[config.mk]
export PLATFORM = sky130hd
export DESIGN_NAME = membank_decode
export DESIGN_NICKNAME = d
export VERILOG_FILES = /design/src/rtl/membank_pkg.sv /design/src/rtl/membank_cfg_regs.sv /design/src/rtl/membank_bank_match.sv /design/src/rtl/membank_prio.sv /design/src/rtl/membank_decode.sv
export SDC_FILE = /design/constraint.sdc
export NUM_CORES = 1
export LEC_CHECK = 0
export CAP_MARGIN = 20
export CORE_MARGIN = 1.5
export CORE_UTILIZATION = 55
export DETAILED_ROUTE_END_ITERATION = 8
export GPL_TIMING_DRIVEN = 1
export PLACE_DENSITY = 0.74
export SLEW_MARGIN = 10
export SYNTH_ARGS = -nofsm -noshare
export SYNTH_HDL_FRONTEND = slang
export SYNTH_SLANG_ARGS = --single-unit
[constraint.sdc]
create_clock -name clk -period 8.9 [get_ports clk]
set_input_delay 2.225 -clock clk [delete_from_list [all_inputs] [get_ports clk]]
set_output_delay 2.225 -clock clk [all_outputs]
set_load 0.01 [all_outputs]
[src/rtl/membank_pkg.sv]
package membank_pkg;

    // Field select codes on the configuration write port
    typedef enum logic [2:0] {
        FLD_START     = 3'd0,
        FLD_START_EXT = 3'd1,
        FLD_END       = 3'd2,
        FLD_END_EXT   = 3'd3,
        FLD_ENABLE    = 3'd4
    } cfg_field_e;

endpackage

[src/rtl/membank_cfg_regs.sv]
module membank_cfg_regs
    import membank_pkg::*;
#(
    parameter int NB      = 8,
    parameter int FIELD_W = 8,
    parameter int EXT_W   = 2,
    parameter int BANK_W  = 3
) (
    input  logic                           clk,
    input  logic                           rst_n,
    input  logic                           we_i,
    input  logic [2:0]                     sel_i,
    input  logic [BANK_W-1:0]              bank_i,
    input  logic [FIELD_W-1:0]             wdata_i,
    output logic [NB-1:0][FIELD_W-1:0]     start_o,
    output logic [NB-1:0][EXT_W-1:0]       start_ext_o,
    output logic [NB-1:0][FIELD_W-1:0]     end_o,
    output logic [NB-1:0][EXT_W-1:0]       end_ext_o,
    output logic [NB-1:0]                  en_o,
    output logic                           en_wr_o
);

    typedef struct packed {
        logic [NB-1:0][FIELD_W-1:0] st;
        logic [NB-1:0][EXT_W-1:0]   sx;
        logic [NB-1:0][FIELD_W-1:0] nd;
        logic [NB-1:0][EXT_W-1:0]   nx;
        logic [NB-1:0]              en;
    } cfg_t;

    cfg_t cfg_d, cfg_q;

    always_comb begin
        cfg_d = cfg_q;
        if (we_i) begin
            case (cfg_field_e'(sel_i))
                FLD_START:     cfg_d.st[bank_i] = wdata_i;
                FLD_START_EXT: cfg_d.sx[bank_i] = wdata_i[EXT_W-1:0];
                FLD_END:       cfg_d.nd[bank_i] = wdata_i;
                FLD_END_EXT:   cfg_d.nx[bank_i] = wdata_i[EXT_W-1:0];
                FLD_ENABLE:    cfg_d.en         = wdata_i[NB-1:0];
                default:       cfg_d            = cfg_q;
            endcase
        end
    end

    always_ff @(posedge clk or negedge rst_n) begin
        if (!rst_n) cfg_q <= '0;
        else        cfg_q <= cfg_d;
    end

    assign start_o     = cfg_q.st;
    assign start_ext_o = cfg_q.sx;
    assign end_o       = cfg_q.nd;
    assign end_ext_o   = cfg_q.nx;
    assign en_o        = cfg_q.en;
    assign en_wr_o     = we_i && (sel_i == FLD_ENABLE);


    en_write_chk: assert property (@(posedge clk) disable iff (!rst_n)
        (we_i && sel_i == FLD_ENABLE) |=> (en_o == $past(wdata_i[NB-1:0])));


    unused_code_chk: assert property (@(posedge clk) disable iff (!rst_n)
        (we_i && sel_i > 3'd4) |=> $stable(cfg_q));

endmodule

[src/rtl/membank_bank_match.sv]
module membank_bank_match #(
    parameter int ADDR_W  = 32,
    parameter int FIELD_W = 8,
    parameter int EXT_W   = 2,
    parameter int TAIL_W  = 20
) (
    input  logic [ADDR_W-1:0]  addr_i,
    input  logic [FIELD_W-1:0] start_i,
    input  logic [EXT_W-1:0]   start_ext_i,
    input  logic [FIELD_W-1:0] end_i,
    input  logic [EXT_W-1:0]   end_ext_i,
    input  logic               en_i,
    output logic               match_o,
    output logic               bad_o
);

    localparam int PAD_W = ADDR_W - EXT_W - FIELD_W - TAIL_W;

    logic [ADDR_W-1:0] lower, upper;

    assign lower = {{PAD_W{1'b0}}, start_ext_i, start_i, {TAIL_W{1'b0}}};
    assign upper = {{PAD_W{1'b0}}, end_ext_i,   end_i,   {TAIL_W{1'b1}}};

    assign match_o = en_i && (addr_i >= lower) && (addr_i <= upper);
    assign bad_o   = en_i && ({end_ext_i, end_i} < {start_ext_i, start_i});

endmodule

[src/rtl/membank_prio.sv]
module membank_prio #(
    parameter int NB     = 8,
    parameter int BANK_W = 3
) (
    input  logic [NB-1:0]     req_i,
    output logic [NB-1:0]     gnt_o,
    output logic [BANK_W-1:0] idx_o,
    output logic              any_o,
    output logic              multi_o
);

    logic [BANK_W:0] cnt;

    always_comb begin
        gnt_o = '0;
        idx_o = '0;
        for (int i = NB - 1; i >= 0; i--) begin
            if (req_i[i]) begin
                gnt_o    = '0;
                gnt_o[i] = 1'b1;
                idx_o    = BANK_W'(i);
            end
        end
    end

    always_comb begin
        cnt = '0;
        for (int i = 0; i < NB; i++) begin
            cnt = cnt + {{BANK_W{1'b0}}, req_i[i]};
        end
    end

    assign any_o   = (cnt != '0);
    assign multi_o = (cnt > 1);

endmodule

[src/rtl/membank_decode.sv]
module membank_decode
    import membank_pkg::*;
#(
    parameter int ADDR_W  = 32,
    parameter int NB      = 8,
    parameter int FIELD_W = 8,
    parameter int EXT_W   = 2,
    parameter int TAIL_W  = 20
) (
    input  logic              clk,
    input  logic              rst_n,
    input  logic              cfg_we_i,
    input  logic [2:0]        cfg_sel_i,
    input  logic [2:0]        cfg_bank_i,
    input  logic [7:0]        cfg_wdata_i,
    input  logic [31:0]       addr_i,
    output logic [7:0]        bank_sel_o,
    output logic              hit_o,
    output logic [2:0]        bank_idx_o,
    output logic              overlap_o,
    output logic              cfg_err_o
);

    localparam int BANK_W = $clog2(NB);

    logic [NB-1:0][FIELD_W-1:0] st, nd;
    logic [NB-1:0][EXT_W-1:0]   sx, nx;
    logic [NB-1:0]              en;
    logic                       en_wr;
    logic [NB-1:0]              match, bad;
    logic [NB-1:0]              gnt;
    logic [BANK_W-1:0]          idx;
    logic                       any, multi;

    typedef struct packed {
        logic [ADDR_W-1:0] addr;
        logic [NB-1:0]     sel;
        logic              hit;
        logic [BANK_W-1:0] idx;
        logic              ovl;
        logic              err;
    } state_t;

    state_t s_d, s_q;

    membank_cfg_regs #(
        .NB(NB), .FIELD_W(FIELD_W), .EXT_W(EXT_W), .BANK_W(BANK_W)
    ) u_regs (
        .clk(clk), .rst_n(rst_n),
        .we_i(cfg_we_i), .sel_i(cfg_sel_i), .bank_i(cfg_bank_i),
        .wdata_i(cfg_wdata_i),
        .start_o(st), .start_ext_o(sx), .end_o(nd), .end_ext_o(nx),
        .en_o(en), .en_wr_o(en_wr)
    );

    for (genvar b = 0; b < NB; b++) begin : g_bank
        membank_bank_match #(
            .ADDR_W(ADDR_W), .FIELD_W(FIELD_W), .EXT_W(EXT_W), .TAIL_W(TAIL_W)
        ) u_match (
            .addr_i(s_q.addr),
            .start_i(st[b]), .start_ext_i(sx[b]),
            .end_i(nd[b]),   .end_ext_i(nx[b]),
            .en_i(en[b]),
            .match_o(match[b]), .bad_o(bad[b])
        );
    end

    membank_prio #(.NB(NB), .BANK_W(BANK_W)) u_prio (
        .req_i(match), .gnt_o(gnt), .idx_o(idx), .any_o(any), .multi_o(multi)
    );

    always_comb begin
        s_d      = s_q;
        s_d.addr = addr_i;
        s_d.sel  = gnt;
        s_d.hit  = any;
        s_d.idx  = idx;
        s_d.ovl  = multi;
        s_d.err  = en_wr ? 1'b0 : (s_q.err | (|bad));
    end

    always_ff @(posedge clk or negedge rst_n) begin
        if (!rst_n) s_q <= '0;
        else        s_q <= s_d;
    end

    assign bank_sel_o = s_q.sel;
    assign hit_o      = s_q.hit;
    assign bank_idx_o = s_q.idx;
    assign overlap_o  = s_q.ovl;
    assign cfg_err_o  = s_q.err;


    sel_onehot_chk: assert property (@(posedge clk) disable iff (!rst_n)
        $onehot0(bank_sel_o));


    hit_sel_chk: assert property (@(posedge clk) disable iff (!rst_n)
        hit_o == (bank_sel_o != '0));


    idx_sel_chk: assert property (@(posedge clk) disable iff (!rst_n)
        hit_o |-> bank_sel_o[bank_idx_o]);


    overlap_hit_chk: assert property (@(posedge clk) disable iff (!rst_n)
        overlap_o |-> hit_o);


    miss_zero_chk: assert property (@(posedge clk) disable iff (!rst_n)
        !hit_o |-> (bank_idx_o == '0 && !overlap_o));


    disabled_never_chk: assert property (@(posedge clk) disable iff (!rst_n)
        (bank_sel_o & ~$past(en)) == '0);


    err_clear_chk: assert property (@(posedge clk) disable iff (!rst_n)
        en_wr |=> !cfg_err_o);


    err_sticky_chk: assert property (@(posedge clk) disable iff (!rst_n)
        (cfg_err_o && !en_wr) |=> cfg_err_o);

endmodule

# After elaboration in Yosys (flattened, before gate mapping)
# Index checks and enable logic that the tools add are counted.
# classes
addsub	7
n_lt_le_gt_ge	27
eq_ne	4
mux	25
bitwise_logic	1
reduce_logical	34
# op_table
operator	count
32-bit by 30-bit >= comparator with 1-bit output	8
32-bit by 30-bit less-or-equal comparator with 1-bit output	8
64-bit bitwise mux	2
10-bit < comparator	8
8-bit 2-to-1 mux	9
16-bit bitwise mux	2
1-bit logical AND	26
4-bit by 1-bit adder with 4-bit output	6
8-bit demux with 3-bit select	1
3-bit 2-to-1 mux	8
2-bit AND reduction	5
8-bit OR reduction	1
2-bit demux with 3-bit select	1
3-bit by 2-bit equality test with 1-bit output (second input constant)	2
4-bit by 1-bit > comparator with 1-bit output (second input constant)	1
3-bit by 4-bit < comparator with 1-bit output (second input constant)	1
4-bit nonzero test	1
3-bit by 1-bit equality test with 1-bit output (second input constant)	1
3-bit equality test (second input constant)	1
3-bit by 1-bit >= comparator with 1-bit output (second input constant)	1
3-bit zero test	1
1-bit by 1-bit adder with 2-bit output	1
2-bit 2-to-1 mux	1
1-bit 2-to-1 mux	1
1-bit OR	1
# word_totals
regBits	214
word_cells	137

# Depth between registers and ports, before layout
# Gate-level depths: netlist of run 1.
# logic_depth
depth_word	11
ltp_mapped	19
depth_no_buf	19

# By module
# From an unflattened synthesis of run 1, not the netlist that was laid out.
# hier_totals
hier_cells	1376
area_unflattened_um2	14716.6
# modules_own_cells
mod	n_inst	cells_each	area_per_inst_um2	seq_area_each_um2
membank_cfg_regs	1	403	6652.6	4204.0
membank_bank_match	8	109	809.5	0.0
membank_decode	1	61	1255.0	1151.1
membank_prio	1	40	332.8	0.0

# Least setup slack after synthesis of run 1
# No wires, ideal clock.
# synth_timing
path_type	register -> register
startpoint	register s_q[41] (netlist name)
endpoint	register s_q (netlist bit hit_o)
arrival_time_ps	4756
path_slack_ps	4017
path_stages_with_launch	18
n_path_buf	0
cell_sequence	dfrtp_1 -> ha_1 -> a21o_1 -> a21o_1 -> a2111oi_0 -> a2bb2oi_1 -> a311oi_1 -> ha_1 -> inv_1 -> fa_1 -> fa_1 -> inv_1 -> fa_1 -> inv_1 -> fa_1 -> a2111oi_0 -> o21ai_0 -> or2_2
# synth_via
elab_chain_cells	11
word_cells_on_any_way	40
# synth_lines
element	line	rtl
start, declared	membank_decode.sv:44	state_t s_d, s_q;
start signal, assigned	membank_decode.sv:83	if (!rst_n) s_q <= '0;
start signal, assigned	membank_decode.sv:84	else s_q <= s_d;
32-bit by 30-bit >= comparator with 1-bit output	membank_bank_match.sv:24	assign match_o = en_i && (addr_i >= lower) && (addr_i <= upper);
1-bit logical AND	membank_bank_match.sv:24	
1-bit logical AND *	membank_bank_match.sv:24	
net g_bank[0].u_match.match_o	membank_bank_match.sv:13	output logic match_o,
1-bit by 1-bit adder with 2-bit output *	membank_prio.sv:29	cnt = cnt + {{BANK_W{1'b0}}, req_i[i]};
4-bit by 1-bit adder with 4-bit output * (6 in series)	membank_prio.sv:29	
4-bit nonzero test *	membank_prio.sv:33	assign any_o = (cnt != '0);
net any	membank_decode.sv:33	logic any, multi;
# Mark *: on every way through the listed nets, which the timed path passes. The rest lies on a longest branch.
# A chain may end at the register's enable or synchronous reset.

# Worst setup path after layout of run 1
# layout_timing
startpoint	register s_q[34] (netlist name)
endpoint	register s_q (netlist bit hit_o)
# The elaborated chain is that of the path after synthesis.

==> impl_metrics.env, run 1 <==
export IMPL_hold_slack_ns=0.506
export IMPL_post_cts_setup_buffer_count=0
export IMPL_dieHeight_um=160
export IMPL_ioPinCount=63
export IMPL_cp_depth=17
export IMPL_first_global_vias=10800
export IMPL_cts_tree="yes"
export IMPL_hold_viol=0
export IMPL_p_leak_nw=7.42
export IMPL_synth_xor_area_frac=0
export IMPL_syn_num_nets=1642
export IMPL_power_density_nw_per_um2=200
export IMPL_multiInputGateArea_um2=7420
export IMPL_muxShareOfSynthArea=0.0722
export IMPL_hold_depth=1
export IMPL_grt_start_max_net_pins=79
export IMPL_rsz0062_at_grt="no"
export IMPL_crit_path_max_incr_delay_ns=0.93
export IMPL_setup_ws_ns=3.08
export IMPL_numCtsBuffers=24
export IMPL_vias=10500
export IMPL_crit_slowest_cell="a311oi_1"
export IMPL_io_buffers=62
export IMPL_synthAdderAreaFrac=0.224
export IMPL_status="completed"
export IMPL_critPathMaxFanout=9
export IMPL_path_cells="inv_1 > ha_1 > nand3_1 > nor3_2 > o221ai_1 > a311oi_1 > ha_1 > inv_1 > fa_1 > fa_1 > inv_1 > fa_1 > inv_1 > fa_1 > a2111oi_0 > o21ai_0 > or2_2"
export IMPL_ys_ff_latch=214
export IMPL_reg2regPathDepth=17
export IMPL_synth_area_um2=13600
export IMPL_synthTopCellsByArea="dfrtp_1 39%, ha_1 22%, mux2_2 7.2%, inv_1 4.9%, o21ai_0 4.7%"
export IMPL_die_w_um=160
export IMPL_fmax_ghz=0.172
export IMPL_required_ns=9.31
export IMPL_cts_root_buffer="clkbuf_16"
export IMPL_fp_coreArea_um2=24200
export IMPL_async_reset_ff_frac=1.00
export IMPL_finalSetupViolations=0
export IMPL_cp_arrival_ns=6.22
export IMPL_drc=0
export IMPL_fin_skew_ns=0.0135
export IMPL_n_fill_cell=1996
export IMPL_finalSetupTns_ns=0
export IMPL_vias_per_cell=5.92
export IMPL_diodes=0
export IMPL_synth_top_cells_by_count="236 x ha_1, 214 x dfrtp_1, 178 x inv_1"
export IMPL_synthToLayoutAreaGrowth_pct=13.8
export IMPL_cts_resized=0
export IMPL_crit_family="adder cells"
export IMPL_dp_final_hpwl_mm=25.2
export IMPL_clk_insertion_delay_late_ns=0.53
export IMPL_grt_usage=0.290
export IMPL_drive_gt1_frac=0.111
export IMPL_routed_wl_mm=36.3
export IMPL_yosys_area_share_simple=0.110
export IMPL_yosys_area_top_type="dfrtp_1"
export IMPL_hp_class="reg2reg"
export IMPL_post_synth_top_count_cell="ha_1"
export IMPL_synth_top_cell_area_share=0.395
export IMPL_startpoint_type="flip-flop"
export IMPL_maxCapViolCount=0
export IMPL_final_util=0.637
export IMPL_critPathKind="reg2reg"
export IMPL_antenna_found_initial=1
export IMPL_hold_buffers=0
export IMPL_yosysWarnings=0
export IMPL_syn_avg_cell_area_um2=10.0
export IMPL_slew_viol_final=0
export IMPL_clkSinkCount=214
export IMPL_rows=57
export IMPL_ir_drop_uv=141
export IMPL_critPathBufInv=4
export IMPL_period_share=0.653
export IMPL_synth_top_family_by_area="adder cells"
export IMPL_worstMarginPinSlew_ns=1.19
export IMPL_initial_utilization=0.559
export IMPL_gp_congestion=0.872
export IMPL_synth_seq_area_share=0.395
export IMPL_crit_path_end_kind="flip-flop"
export IMPL_syn_inst=1353
export IMPL_synth_compound_area_frac=0.141
export IMPL_post_place_ws_ns=3.35
export IMPL_register_area_um2=5360
export IMPL_grt_overflow=0
export IMPL_grt_first_pass_wirelength_mm=57.6
export IMPL_drt_pass1_iter_count=7
export IMPL_nets=1718
export IMPL_finalCriticalPeriod_ns=5.82
export IMPL_ant_nets=0
export IMPL_synth_cell_types=63
export IMPL_wire_per_inst_um=20.5
export IMPL_synth_ff_type="dfrtp_1"
export IMPL_dieArea_um2=25600
export IMPL_htreeDepth=1
export IMPL_reg2reg_slack_ns=3.08
export IMPL_synth_edf_count=0
export IMPL_drt_iter0_markers=613
export IMPL_clk_transition_reported_paths_ns=0.06
export IMPL_max_clock_path_buffers=3
export IMPL_relSlewSlack=0.206
-- power breakdown --
| group | internal (mW) | total (mW) | switching [mW] |
|---|---|---|---|
| clock | 0.637 | 1.06 | 0.424 |
| sequential | 1.11 | 1.20 | 0.0844 |
| combinational | 0.369 | 0.830 | 0.461 |
| total | 2.12 | 3.09 | 0.969 |
-- through the flow --
step / power, mW / area [µm²] / cells
3_5_place_dp: 2.04 / 14600 / 1727
4_1_cts: 3.10 / 15400 / 1771
3_3_place_gp: 1.99 / 14600 / 1727
5_1_grt: 3.28 / 15400 / 1771
2_1_floorplan: 1.75 / 13600 / 1353
6_report: 3.09 / 15400 / 1771
-- state kept, by name, summed over array words and instances (netlist names) --
register,cells
u_regs.en_o,8
cfg_err_o,1
s_q,32
bank_idx_o,3
u_regs.start_ext_o,16
u_regs.end_o,64
overlap_o,1
bank_sel_o,8
u_regs.end_ext_o,16
hit_o,1
u_regs.start_o,64
-- final timing paths --
| check | start | endpoint |
|---|---|---|
| worst max-delay path | s_q[34]$_DFF_PN0_ | hit_o$_DFF_PN0_ |
| worst min-delay path | u_regs.start_o[12]$_DFFE_PN0P_ | u_regs.start_o[12]$_DFFE_PN0P_ |
| worst max register to register | s_q[34]$_DFF_PN0_ | hit_o$_DFF_PN0_ |
| worst min register to register | u_regs.start_o[12]$_DFFE_PN0P_ | u_regs.start_o[12]$_DFFE_PN0P_ |
| max in group asynchronous | rst_n | u_regs.start_o[62]$_DFFE_PN0P_ |
| min in group asynchronous | rst_n | u_regs.end_o[21]$_DFFE_PN0P_ |
-- cells by family (layout without fill, tap and decap cells) --
kind of cell             Yosys count  count (layout)
adder cells (fa/ha/maj)          240             240
flip-flops                       214             214
AO/OA/AOI/OAI                    302             302
buffers and inverters            205             299
multiplexers                      87              87
AND/OR/NAND/NOR                  305             305
-- cells in the final DEF, fill, tap and decap left out, types with 4 or more instances in the layout --
| master | Yosys | layout |
|---|---|---|
| o21a_1 | 15 | 15 |
| nand4_1 | 24 | 24 |
| a211o_1 | 4 | 4 |
| fa_1 | 4 | 4 |
| a211oi_1 | 22 | 22 |
| nor2_1 | 40 | 40 |
| nor3b_1 | 4 | 4 |
| buf_4 | 0 | 15 |
| nand3_1 | 19 | 19 |
| clkinv_2 | 0 | 8 |
| a21o_1 | 32 | 32 |
| clkbuf_16 | 0 | 25 |
| bufinv_16 | 0 | 4 |
| a21oi_1 | 42 | 42 |
| ha_1 | 236 | 236 |
| dfrtp_1 | 214 | 214 |
| nor4_1 | 11 | 10 |
| nor2b_1 | 6 | 6 |
| nor3_1 | 22 | 22 |
| nand2_1 | 131 | 131 |
| clkdlybuf4s50_1 | 0 | 61 |
| and3_1 | 5 | 5 |
| a2111oi_0 | 6 | 6 |
| and4_1 | 8 | 8 |
| o22ai_1 | 5 | 5 |
| inv_1 | 178 | 178 |
| o2111ai_1 | 5 | 5 |
| mux2_2 | 87 | 87 |
| o21ai_0 | 127 | 127 |
| o211ai_1 | 7 | 7 |
| nand3b_1 | 5 | 5 |
| nand2b_1 | 13 | 13 |
-- final cells by class --
cell class | count | area share
Multi-Input combinational cell | 934 | 0.481
Sequential cell | 214 | 0.347
Timing Repair Buffer | 77 | 0.0478
Inverter | 178 | 0.0433
Clock buffer | 27 | 0.0417
Tap cell | 324 | 0.0263
Clock inverter | 17 | 0.0130
-- routing by layer --
metal | track usage | share of wire
met1 | 0.385 | 0.43
met2 | 0.475 | 0.46
met5 | 0 | 0
met4 | 0.116 | 0.041
met3 | 0.0473 | 0.071
Power figures use the tool's default switching activity.
==> run 2: changes to the inputs <==
- PLACE_DENSITY: 0.74 -> 0.77
- clock period: 8.9 -> 4.9 ns (I/O delays scaled with it)
==> impl_metrics.env, run 2 (synthesis gave the netlist of run 1 again) <==
export IMPL_rows=57
export IMPL_cts_tree="yes"
export IMPL_grt_busiest_layer="met2"
export IMPL_crit_path_max_incr_delay_ns=0.56
export IMPL_post_place_ws_ns=-0.0838
export IMPL_grt_usage=0.304
export IMPL_finalSetupTns_ns=0
export IMPL_hold_start="u_regs.start_o[22]$_DFFE_PN0P_"
export IMPL_synthToLayoutAreaGrowth_pct=16.3
export IMPL_crit_family="adder cells"
export IMPL_relSlewSlack=0.212
export IMPL_met1_usage=0.387
export IMPL_min_to="u_regs.start_o[22]$_DFFE_PN0P_"
export IMPL_cts_root_buffer="clkbuf_16"
export IMPL_setup_ws_ns=0.0978
export IMPL_critPathMaxFanout=2
export IMPL_fmax_ghz=0.208
export IMPL_drive_gt1_frac=0.134
export IMPL_crit_slowest_cell="or4_4"
export IMPL_grt_first_pass_wirelength_mm=60.2
export IMPL_hold_viol=0
export IMPL_maxCapViolCount=0
export IMPL_clkSinkCount=214
export IMPL_ioPinCount=63
export IMPL_finalCriticalPeriod_ns=4.80
export IMPL_drc=0
export IMPL_grtUsageMet3=0.0535
export IMPL_cp_arrival_ns=5.21
export IMPL_ant_nets=0
export IMPL_crit_path_end_kind="flip-flop"
export IMPL_drt_iter0_markers=731
export IMPL_initial_utilization=0.559
export IMPL_n_fill_cell=1947
export IMPL_rr_startpoint="s_q[42]$_DFF_PN0_"
export IMPL_startpoint_type="flip-flop"
export IMPL_path_cells="ha_1 > nand4_1 > or3_4 > or4_4 > a22o_4 > nor2_4 > ha_1 > inv_1 > fa_1 > fa_1 > inv_2 > fa_2 > inv_1 > fa_2 > a2111oi_4 > o21ai_1 > or2_2"
export IMPL_hold_depth=1
export IMPL_drt_pass1_iter_count=6
export IMPL_diodes=0
export IMPL_dieHeight_um=160
export IMPL_ir_drop_uv=255
export IMPL_vias_per_cell=6.01
export IMPL_slew_viol_final=0
export IMPL_die_w_um=160
export IMPL_grt_start_max_net_pins=105
export IMPL_io_buffers=62
export IMPL_layout_common_cells="236 x ha_1, 214 x dfrtp_1, 177 x inv_1"
export IMPL_status="completed"
export IMPL_clk_transition_reported_paths_ns=0.06
export IMPL_clk_insertion_delay_late_ns=0.52
export IMPL_critPathBufInv=3
export IMPL_finalSetupViolations=0
export IMPL_gp_congestion=0.909
export IMPL_layout_commonest_cell="ha_1"
export IMPL_antenna_found_initial=0
export IMPL_dieArea_um2=25600
export IMPL_wire_per_inst_um=21.0
export IMPL_worstReg2RegEnd="hit_o$_DFF_PN0_"
export IMPL_grt_overflow=0
export IMPL_reg2regPathDepth=17
export IMPL_worstMarginPinSlew_ns=1.18
export IMPL_first_global_vias=11000
export IMPL_nets=1752
export IMPL_htreeDepth=1
export IMPL_numCtsBuffers=24
export IMPL_power_density_nw_per_um2=363
export IMPL_p_leak_nw=7.61
export IMPL_max_clock_path_buffers=3
export IMPL_vias=10800
export IMPL_dp_final_hpwl_mm=27.1
export IMPL_required_ns=5.31
export IMPL_grtUsageMet2=0.502
export IMPL_fin_skew_ns=0.0118
export IMPL_period_share=0.980
export IMPL_hp_class="reg2reg"
export IMPL_fp_coreArea_um2=24200
export IMPL_critPathKind="reg2reg"
export IMPL_routed_wl_mm=37.9
export IMPL_hold_slack_ns=0.503
export IMPL_reg2reg_slack_ns=0.1
==> run 2: cell count changes in the layout (fill, tap and decap cells not counted), moves of 2 or more <==
cell / before / now
fa_2: 0 / 2
fa_1: 4 / 2
a2111oi_0: 6 / 4
clkinv_4: 2 / 0
clkbuf_8: 1 / 3
buf_4: 15 / 46
==> run 2: repair_timing <==
action	in CTS	in global routing
hold buffers	0	0
endpoints found under the setup margin	1	2
endpoints found under the hold margin	0	0
buffers inserted	0	7
pin swaps	0	6
gates resized for setup	4	9
==> run 2: per-layer routing <==
| layer | vias up | routed length, µm |
|---|---|---|
| met5 | - | 0 |
| met4 | 0 | 2070 |
| met3 | 138 | 3140 |
| met2 | 452 | 17500 |
| met1 | 5215 | 15300 |
| li1 | 5031 | - |
==> run 2: layout make-up <==
class,count,area (µm²),area share
Multi-Input combinational cell,934,7460,0.473
Sequential cell,214,5360,0.339
Timing Repair Buffer,111,1020,0.0645
Clock buffer,29,671,0.0425
Inverter,178,668,0.0423
Tap cell,324,405,0.0257
Clock inverter,14,200,0.0127
==> run 2: power by group <==
group	total, mW	leakage (nW)	internal, mW	switching, mW
clock network	1.99	0.429	1.23	0.754
registers	2.17	2.57	2.02	0.152
logic	1.56	4.61	0.691	0.869
total	5.72	7.61	3.95	1.78
==> run 2: per-stage QoR <==
stage          power [mW]  utilization  instances  cell area, µm²
2_1_floorplan        3.19            -       1353           13600
3_3_place_gp         3.64        0.610       1753           14800
3_5_place_dp         3.72        0.611       1754           14800
4_1_cts              5.72        0.647       1797           15700
5_1_grt              6.05        0.651       1804           15800
6_report             5.72        0.651       1804           15800
==> run 2: worst max-delay path by stage <==
stage / cells after the start / from / to / slack (ns)
after CTS: 18 / u_regs.end_ext_o[2]$_DFFE_PN0P_ / hit_o$_DFF_PN0_ / 0.03
after floorplan: 17 / s_q[41]$_DFF_PN0_ / hit_o$_DFF_PN0_ / 0.02
after global placement: 18 / u_regs.end_ext_o[3]$_DFFE_PN0P_ / hit_o$_DFF_PN0_ / 0.11
after global routing: 19 / u_regs.end_o[7]$_DFFE_PN0P_ / hit_o$_DFF_PN0_ / -0.07
final: 17 / s_q[42]$_DFF_PN0_ / hit_o$_DFF_PN0_ / 0.1
after detailed placement: 18 / u_regs.end_ext_o[3]$_DFFE_PN0P_ / hit_o$_DFF_PN0_ / -0.08
==> run 2: worst register-to-register path, stage by stage (launching register included) <==
cell and delay (ns):
dfrtp_1 0.41, ha_1 0.32, nand4_1 0.09, or3_4 0.37
or4_4 0.56, a22o_4 0.30, nor2_4 0.12, ha_1 0.24
inv_1 0.07, fa_1 0.42, fa_1 0.46, inv_2 0.08
fa_2 0.20, inv_1 0.05, fa_2 0.37, a2111oi_4 0.24
o21ai_1 0.12, or2_2 0.27
